`config.mk`:
```
export PLATFORM = sky130hd
export DESIGN_NAME = qacc_scanner
export DESIGN_NICKNAME = d
export VERILOG_FILES = /design/src/rtl/qacc_pkg.sv /design/src/rtl/qacc_sweep.sv /design/src/rtl/qacc_lo_pick.sv /design/src/rtl/qacc_chan_bank.sv /design/src/rtl/qacc_scanner.sv
export SDC_FILE = /design/constraint.sdc
export NUM_CORES = 2
export LEC_CHECK = 0
export ABC_AREA = 1
export BUFFER_PORTS_ARGS = -buffer_cell sky130_fd_sc_hd__buf_2
export CAP_MARGIN = 20
export CORE_ASPECT_RATIO = 0.75
export CORE_MARGIN = 5
export CORE_UTILIZATION = 45
export DETAILED_ROUTE_END_ITERATION = 16
export PLACE_DENSITY_LB_ADDON = 0.3
export RECOVER_POWER = 100
export SLEW_MARGIN = 30
export SYNTH_ARGS = -nofsm -noshare
export SYNTH_HDL_FRONTEND = slang
export SYNTH_HIERARCHICAL = 1
export SYNTH_SLANG_ARGS = --single-unit
```
`constraint.sdc`:
```
create_clock -name clk -period 5.1 [get_ports clk]
set_clock_uncertainty 0.15 [all_clocks]
set_input_delay 1.02 -clock clk [delete_from_list [all_inputs] [get_ports clk]]
set_output_delay 1.02 -clock clk [all_outputs]
set_load 0.01 [all_outputs]
```
`src/rtl/qacc_pkg.sv`:
```
package qacc_pkg;
  parameter int QACC_NUM_HI   = 32;
  parameter int QACC_NUM_LO   = 16;
  parameter int QACC_LO_SPAN  = 32;
  parameter int QACC_AW       = 32;
  parameter int QACC_SZW      = 6;
  parameter int QACC_DEF_SIZE = 4;

  typedef enum logic {TIER_HI = 1'b0, TIER_LO = 1'b1} tier_e;
endpackage

```
`src/rtl/qacc_sweep.sv`:
```
module qacc_sweep #(
  parameter int NUM_HI = 32,
  parameter int NUM_LO = 16,
  parameter int HW     = 5,
  parameter int LW     = 4
) (
  input  logic          clk,
  input  logic          rst_n,
  input  logic          adv,
  output logic          on_lo,
  output logic [HW-1:0] hi_idx,
  output logic [LW-1:0] lo_idx
);
  logic          on_lo_d;
  logic [HW-1:0] hi_d;
  logic [LW-1:0] lo_d;

  always_comb begin
    on_lo_d = on_lo;
    hi_d    = hi_idx;
    lo_d    = lo_idx;
    if (on_lo) begin
      on_lo_d = 1'b0;
      hi_d    = '0;
      lo_d    = (lo_idx == LW'(NUM_LO - 1)) ? '0 : lo_idx + 1'b1;
    end else if (hi_idx == HW'(NUM_HI - 1)) begin
      on_lo_d = 1'b1;
    end else begin
      hi_d = hi_idx + 1'b1;
    end
  end

  always_ff @(posedge clk or negedge rst_n) begin
    if (!rst_n) begin
      on_lo  <= 1'b0;
      hi_idx <= '0;
      lo_idx <= '0;
    end else if (adv) begin
      on_lo  <= on_lo_d;
      hi_idx <= hi_d;
      lo_idx <= lo_d;
    end
  end
endmodule

```
`src/rtl/qacc_lo_pick.sv`:
```
module qacc_lo_pick #(
  parameter int SPAN = 32,
  parameter int KW   = 5
) (
  input  logic [SPAN-1:0] req,
  output logic            found,
  output logic [KW-1:0]   idx
);
  always_comb begin
    found = 1'b0;
    idx   = '0;
    for (int k = SPAN - 1; k >= 0; k--) begin
      if (req[k]) begin
        found = 1'b1;
        idx   = KW'(k);
      end
    end
  end
endmodule

```
`src/rtl/qacc_chan_bank.sv`:
```
module qacc_chan_bank #(
  parameter int N        = 32,
  parameter int IW       = 5,
  parameter int SZW      = 6,
  parameter int DEF_SIZE = 4
) (
  input  logic           clk,
  input  logic           rst_n,
  input  logic [IW-1:0]  sel,
  input  logic           inc,
  input  logic [N-1:0]   ack,
  input  logic           cfg_we,
  input  logic [IW-1:0]  cfg_idx,
  input  logic [SZW-1:0] cfg_size,
  output logic [SZW-1:0] cnt_o,
  output logic           hold_o,
  output logic           last_o
);
  logic [N-1:0][SZW-1:0] cnt_all;
  logic [N-1:0][SZW-1:0] size_all;
  logic [N-1:0]          hold_all;

  assign cnt_o  = cnt_all[sel];
  assign hold_o = hold_all[sel];
  assign last_o = ((SZW+1)'(cnt_o) + 1'b1) >= (SZW+1)'(size_all[sel]);

  for (genvar i = 0; i < N; i++) begin : g_ch
    logic [SZW-1:0] cnt_q, cnt_d, size_q, size_d;
    logic           hold_q, hold_d, hit;

    always_comb begin
      hit    = inc && (sel == IW'(i));
      cnt_d  = cnt_q;
      hold_d = hold_q;
      size_d = size_q;
      if (ack[i]) begin
        cnt_d  = '0;
        hold_d = 1'b0;
      end else if (hit) begin
        cnt_d = cnt_q + 1'b1;
        if (last_o) hold_d = 1'b1;
      end
      if (cfg_we && (cfg_idx == IW'(i))) size_d = cfg_size;
    end

    always_ff @(posedge clk or negedge rst_n) begin
      if (!rst_n) begin
        cnt_q  <= '0;
        hold_q <= 1'b0;
        size_q <= SZW'(DEF_SIZE);
      end else begin
        cnt_q  <= cnt_d;
        hold_q <= hold_d;
        size_q <= size_d;
      end
    end

    assign cnt_all[i]  = cnt_q;
    assign size_all[i] = size_q;
    assign hold_all[i] = hold_q;
  end
endmodule

```
`src/rtl/qacc_scanner.sv`:
```
module qacc_scanner
  import qacc_pkg::*;
#(
  parameter int NUM_HI   = QACC_NUM_HI,
  parameter int NUM_LO   = QACC_NUM_LO,
  parameter int LO_SPAN  = QACC_LO_SPAN,
  parameter int AW       = QACC_AW,
  parameter int SZW      = QACC_SZW,
  parameter int DEF_SIZE = QACC_DEF_SIZE,
  localparam int HW = $clog2(NUM_HI),
  localparam int LW = $clog2(NUM_LO),
  localparam int KW = $clog2(LO_SPAN),
  localparam int CW = (HW > LW) ? HW : LW,
  localparam int QW = $clog2(NUM_HI + NUM_LO * LO_SPAN)
) (
  input  logic                      clk,
  input  logic                      rst_n,
  input  logic [NUM_HI-1:0]         hi_en,
  input  logic [NUM_LO-1:0]         lo_en,
  input  logic [NUM_HI-1:0]         hi_pend,
  input  logic [NUM_LO*LO_SPAN-1:0] lo_pend,
  output logic                      pop_en,
  output logic [QW-1:0]             pop_q,
  input  logic [AW-1:0]             pop_addr,
  output logic                      wr_en,
  output logic                      wr_lo,
  output logic [CW-1:0]             wr_chan,
  output logic [SZW-1:0]            wr_idx,
  output logic [AW-1:0]             wr_data,
  output logic [NUM_HI-1:0]         hi_irq,
  output logic [NUM_LO-1:0]         lo_irq,
  input  logic [NUM_HI-1:0]         hi_ack,
  input  logic [NUM_LO-1:0]         lo_ack,
  input  logic                      cfg_we,
  input  logic                      cfg_lo,
  input  logic [CW-1:0]             cfg_chan,
  input  logic [SZW-1:0]            cfg_size
);
  logic on_lo, found, go, cur_last;
  logic [HW-1:0] hi_idx;
  logic [LW-1:0] lo_idx;
  logic [KW-1:0] lo_k;
  logic [LO_SPAN-1:0] lo_slice;
  logic [SZW-1:0] hi_cnt, lo_cnt, cur_cnt;
  logic hi_hold, lo_hold, hi_last, lo_last;

  // Pending header write, one cycle after a list fills
  logic           hdr_vld_q, hdr_vld_d;
  tier_e          hdr_tier_q, hdr_tier_d;
  logic [CW-1:0]  hdr_ch_q, hdr_ch_d;
  logic [SZW-1:0] hdr_cnt_q, hdr_cnt_d;
  logic [NUM_HI-1:0] hi_irq_d;
  logic [NUM_LO-1:0] lo_irq_d;

  qacc_sweep #(.NUM_HI(NUM_HI), .NUM_LO(NUM_LO), .HW(HW), .LW(LW)) u_sweep (
    .clk(clk), .rst_n(rst_n), .adv(!hdr_vld_q),
    .on_lo(on_lo), .hi_idx(hi_idx), .lo_idx(lo_idx)
  );

  assign lo_slice = lo_pend[int'(lo_idx)*LO_SPAN +: LO_SPAN];

  qacc_lo_pick #(.SPAN(LO_SPAN), .KW(KW)) u_pick (
    .req(lo_slice), .found(found), .idx(lo_k)
  );

  qacc_chan_bank #(.N(NUM_HI), .IW(HW), .SZW(SZW), .DEF_SIZE(DEF_SIZE)) u_hi_bank (
    .clk(clk), .rst_n(rst_n), .sel(hi_idx), .inc(go && !on_lo), .ack(hi_ack),
    .cfg_we(cfg_we && !cfg_lo), .cfg_idx(cfg_chan[HW-1:0]), .cfg_size(cfg_size),
    .cnt_o(hi_cnt), .hold_o(hi_hold), .last_o(hi_last)
  );

  qacc_chan_bank #(.N(NUM_LO), .IW(LW), .SZW(SZW), .DEF_SIZE(DEF_SIZE)) u_lo_bank (
    .clk(clk), .rst_n(rst_n), .sel(lo_idx), .inc(go && on_lo), .ack(lo_ack),
    .cfg_we(cfg_we && cfg_lo), .cfg_idx(cfg_chan[LW-1:0]), .cfg_size(cfg_size),
    .cnt_o(lo_cnt), .hold_o(lo_hold), .last_o(lo_last)
  );

  always_comb begin
    if (on_lo) go = lo_en[lo_idx] && !lo_hold && found;
    else       go = hi_en[hi_idx] && !hi_hold && hi_pend[hi_idx];
    go       = go && !hdr_vld_q;
    cur_cnt  = on_lo ? lo_cnt  : hi_cnt;
    cur_last = on_lo ? lo_last : hi_last;
  end

  assign pop_en = go;
  assign pop_q  = on_lo ? (QW'(NUM_HI) + QW'(lo_idx) * QW'(LO_SPAN) + QW'(lo_k))
                        : QW'(hi_idx);

  assign wr_en   = go || hdr_vld_q;
  assign wr_lo   = hdr_vld_q ? (hdr_tier_q == TIER_LO) : on_lo;
  assign wr_chan = hdr_vld_q ? hdr_ch_q : (on_lo ? CW'(lo_idx) : CW'(hi_idx));
  assign wr_idx  = hdr_vld_q ? '0 : cur_cnt + 1'b1;
  assign wr_data = hdr_vld_q ? AW'(hdr_cnt_q) : pop_addr;

  always_comb begin
    hdr_vld_d  = go && cur_last;
    hdr_tier_d = on_lo ? TIER_LO : TIER_HI;
    hdr_ch_d   = on_lo ? CW'(lo_idx) : CW'(hi_idx);
    hdr_cnt_d  = cur_cnt + 1'b1;
    hi_irq_d   = hi_irq & ~hi_ack;
    lo_irq_d   = lo_irq & ~lo_ack;
    if (hdr_vld_q && hdr_tier_q == TIER_HI) hi_irq_d[hdr_ch_q[HW-1:0]] = 1'b1;
    if (hdr_vld_q && hdr_tier_q == TIER_LO) lo_irq_d[hdr_ch_q[LW-1:0]] = 1'b1;
  end

  always_ff @(posedge clk or negedge rst_n) begin
    if (!rst_n) begin
      hdr_vld_q  <= 1'b0;
      hdr_tier_q <= TIER_HI;
      hdr_ch_q   <= '0;
      hdr_cnt_q  <= '0;
      hi_irq     <= '0;
      lo_irq     <= '0;
    end else begin
      hdr_vld_q <= hdr_vld_d;
      if (hdr_vld_d) begin
        hdr_tier_q <= hdr_tier_d;
        hdr_ch_q   <= hdr_ch_d;
        hdr_cnt_q  <= hdr_cnt_d;
      end
      hi_irq <= hi_irq_d;
      lo_irq <= lo_irq_d;
    end
  end
endmodule

```
==> run_results.csv <==
group,metric,value,unit
die,die-area,96180,um^2
setup_path,worstSetupStartpointType,"flip-flop",
power,total_leakage_power,24.65,nW
timing,fin_hold_ws,302.7,ps
detailed_routing,antenna_violating_nets_post_route,0,
detailed_routing,met2_wire_length,83.96,mm
detailed_routing,met3_length,21.19,mm
die,initial_core_utilization,0.4526,
timing,final_period_minus_worst_setup_slack,5665,ps
die,floorplan.io_pins,791,
detailed_routing,drc_errors,0,
global_route,antenna_found_initial,41,
synth,synth_area_per_cell,7.287,um^2
detailed_routing,wl,198.5,mm
timing,relSlewSlack,-0.7152,
setup_path,rrSetupSlack,120,ps
clock_tree,clock_tree.buffer_depth,3,
placement,placed_cell_count,7657,
placement,place.detailed.hpwl,155.6,mm
clock_tree,tritoncts_num_sinks,695,
synth,yosysMostFrequentCell,"nand2_1",
timing,setup_viol,11,
die,dieHeight,269.8,um
clock_tree,cts_max_level,3,
detailed_routing,routed_wire_length_per_instance,25.27,um
placement,gp_congestion,1.088,
synth,yosysTopAreaCellShare,0.3997,
setup_path,cp-end-kind,"output port",
setup_path,worstPathRequired,3930,ps
placement,io_buffers,790,
global_route,grt_remaining_overflow,0,
synth,synth_seq_area_share,0.4308,
global_route,largest_net_degree_at_the_start_of_global_routing,110,
clock_tree,ctsRootBufferMaster,"clkbuf_16",
placement,preCtsSetupSlack,-242.5,ps
synth,flip_flop_and_latch_count_after_synthesis,695,
timing,timing_max_transition_violations_final,434,
status,status,"finished, violations left",
synth,synthArstFlopShare,1.000,
synth,syn_inst,5559,
setup_path,critical-path-top-cell-by-count,"nand2_1",
setup_path,crit_path_max_incr_delay,520,ps
timing,transition_time_at_the_pin_with_the_least_slew_margin,2573,ps
power,power_density,493.5,nW/um^2
timing,clock.fmax,0.1765,GHz
synth,postSynth.topFlopCell,"dfrtp_1",
finish,area_growth_syn_to_layout,27.35,%
timing,fin_ws,-564.7,ps
detailed_routing,routed-via-count,45500,
synth,synth_common_cells,"nand2_1, o21ai_0, dfrtp_1",
finish,final_cells,7853,
timing,grt_setup_unrepaired,"true",
setup_path,crit_slowest_cell,"dfrtp_4",
detailed_routing,drt-met1-wl,81.73,mm
power,vdd_ir_drop_max,0.6425,mV
synth,mappedNetlistArea,40510,um^2
synth,synthDistinctLibCells,60,
finish,num-nets-final,7315,
timing,setup_tns,-2971,ps
finish,post_route_cells_drive_above_1_share,0.2390,
synth,synth_area_leaders,"dfrtp_1, nand2_1, o21ai_0, inv_1, a21oi_1",
finish,multiInputGateArea,19890,um^2
die,die-width,356.5,um
flow_run,drv_cap,9,
finish,nFillCells,8441,
timing,final.period_utilization,1.111,
timing,hold_violations,0,
setup_path,path_max_fanout,8,
global_route,groute.usage.overall,0.3960,
status,violations,"capacitance limit, slew limit, setup timing",
synth,synth_area_leader_cell,"dfrtp_1",
detailed_routing,dr.max_layer_used,"met5",
clock_tree,clk-insertion-delay-late,650,ps
clock_tree,tritoncts,"done",
min_path,worst_hold_path_type,"flip-flop to flip-flop",
synth,synthesized_netlist_net_count,6313,
global_route,grt_pass1_vias,42270,
die,rows,95,
detailed_routing,drt_first_pass_iters,6,
clock_tree,cts_made_buffers,71,
clock_tree,reg_clk_slew_reported_paths,60,ps
synth,yosysWarningCount,6,
detailed_routing,drt-initial-drc-count,5781,
finish,seq_area,17470,um^2
synth,number_of_flops_mapped_to_enable_cells_by_yosys,0,
clock_tree,ctsHoldBuffers,0,
setup_path,cp.arrival,4490,ps
setup_path,critPathKind,"flip-flop to output port",
die,core_region_area,89500,um^2
power,power.total,25.46,mW
global_route,grt_first_pass_wirelength,282.8,mm
detailed_routing,avgViaCountPerCell,5.794,
-- cell type report --
cell class                 instances  area share
timing repair buffer            1207      0.1503
clock buffer                      94     0.03847
sequential                       695      0.3386
inverter                         636     0.04679
multi-input combinational       3950      0.3855
antenna                           23    0.001116
clock inverter                    36    0.009799
tap                             1212     0.02940
-- placed cells by master, fill, tap and decap left out, types with 9 or more instances in the layout --
cell and count:
nand2_1 1317, a211oi_1 13, nand4_1 60, nand2_2 38, buf_6 15, nor2_4 11, a221oi_1 30, clkbuf_16 75
nor2_1 478, nor3_1 119, clkinv_2 17, diode_2 23, inv_1 598, a21oi_2 20, nor2_2 30, xor2_1 9
ha_1 66, a21oi_1 379, o221ai_1 24, clkbuf_1 23, o22ai_1 133, a221oi_2 10, and3_1 29, o21ai_0 637
o21ai_1 63, a22oi_1 141, buf_2 784, inv_2 31, nand3_2 9, clkbuf_8 10, nand3_1 213, buf_4 344
o21ai_2 11, dfrtp_1 640, bufinv_16 10, nor4_1 14, buf_12 31, dfstp_2 48
-- critical path: cells and delay by family, from the launching register on --
kind            cells  cell delay (ps)
flops               1              520
simple gates       12              910
compound gates      7             1130
buf+inv            10             1290
-- stage by stage --
| step | util | area, um^2 |
|---|---|---|
| floorplan | - | 40510 |
| global placement | 0.5356 | 47940 |
| detailed placement | 0.5356 | 47940 |
| CTS | 0.5705 | 51060 |
| global route | 0.5761 | 51560 |
| finish | 0.5764 | 51590 |
-- final timing paths --
check / start / endpoint / depth (start not counted)
min: u_hi_bank/g_ch[29].cnt_q[3]$_DFFE_PN0P_ / u_hi_bank/g_ch[29].cnt_q[4]$_DFFE_PN0P_ / 1
min reg2reg: u_hi_bank/g_ch[29].cnt_q[3]$_DFFE_PN0P_ / u_hi_bank/g_ch[29].cnt_q[4]$_DFFE_PN0P_ / 1
max in group asynchronous: rst_n / u_sweep/hi_idx[1]$_DFFE_PN0P_ / 2
max: u_sweep/lo_idx[0]$_DFFE_PN0P_ / pop_q[1] / 29
max reg2reg: u_sweep/lo_idx[0]$_DFFE_PN0P_ / hdr_ch_q[3]$_DFFE_PN0P_ / 27
min in group asynchronous: rst_n / u_hi_bank/g_ch[5].cnt_q[1]$_DFFE_PN0P_ / 1
-- where the power goes --
part / leakage, nW / switching, mW / internal, mW
Sequential: 9.31 / 0.402 / 6.07
Combinational: 14.1 / 8.92 / 4.40
Clock: 1.23 / 2.38 / 3.28
Total: 24.7 / 11.7 / 13.8
-- cells by family after synthesis --
family	synth area share
AO/OA/AOI/OAI	0.2120
XOR/XNOR	0.002811
adder cells (fa/ha/maj)	0.02069
buffers and inverters	0.09099
flip-flops	0.4308
multiplexers	0.0007413
AND/OR/NAND/NOR	0.2420
-- sequential cells by signal, indices dropped and copies added (netlist names) --
register and cells:
u_lo_bank/g_ch.hold_q 16, u_hi_bank/g_ch.cnt_q 192, u_sweep/lo_idx 4, hi_irq 32, hdr_ch_q 5, u_sweep/on_lo 1
u_sweep/hi_idx 5, u_lo_bank/g_ch.size_q 96, lo_irq 16, hdr_tier_q 1, u_hi_bank/g_ch.size_q 192, u_hi_bank/g_ch.hold_q 32
hdr_vld_q 1, hdr_cnt_q 6, u_lo_bank/g_ch.cnt_q 96
-- routing by layer --
| metal | global-route usage | up-vias |
|---|---|---|
| met3 | 0.09931 | 429 |
| met2 | 0.5732 | 2598 |
| li1 | - | 20620 |
| met4 | 0.1927 | 16 |
| met5 | 0 | - |
| met1 | 0.5540 | 21840 |
-- timing repair --
item                                    CTS  global route
gates cloned                              5             3
resized for setup                        91            87
setup buffers                            16            19
pin swaps                                14            25
endpoints found under the setup margin   20            24
(Power assumes the default switching activity.)
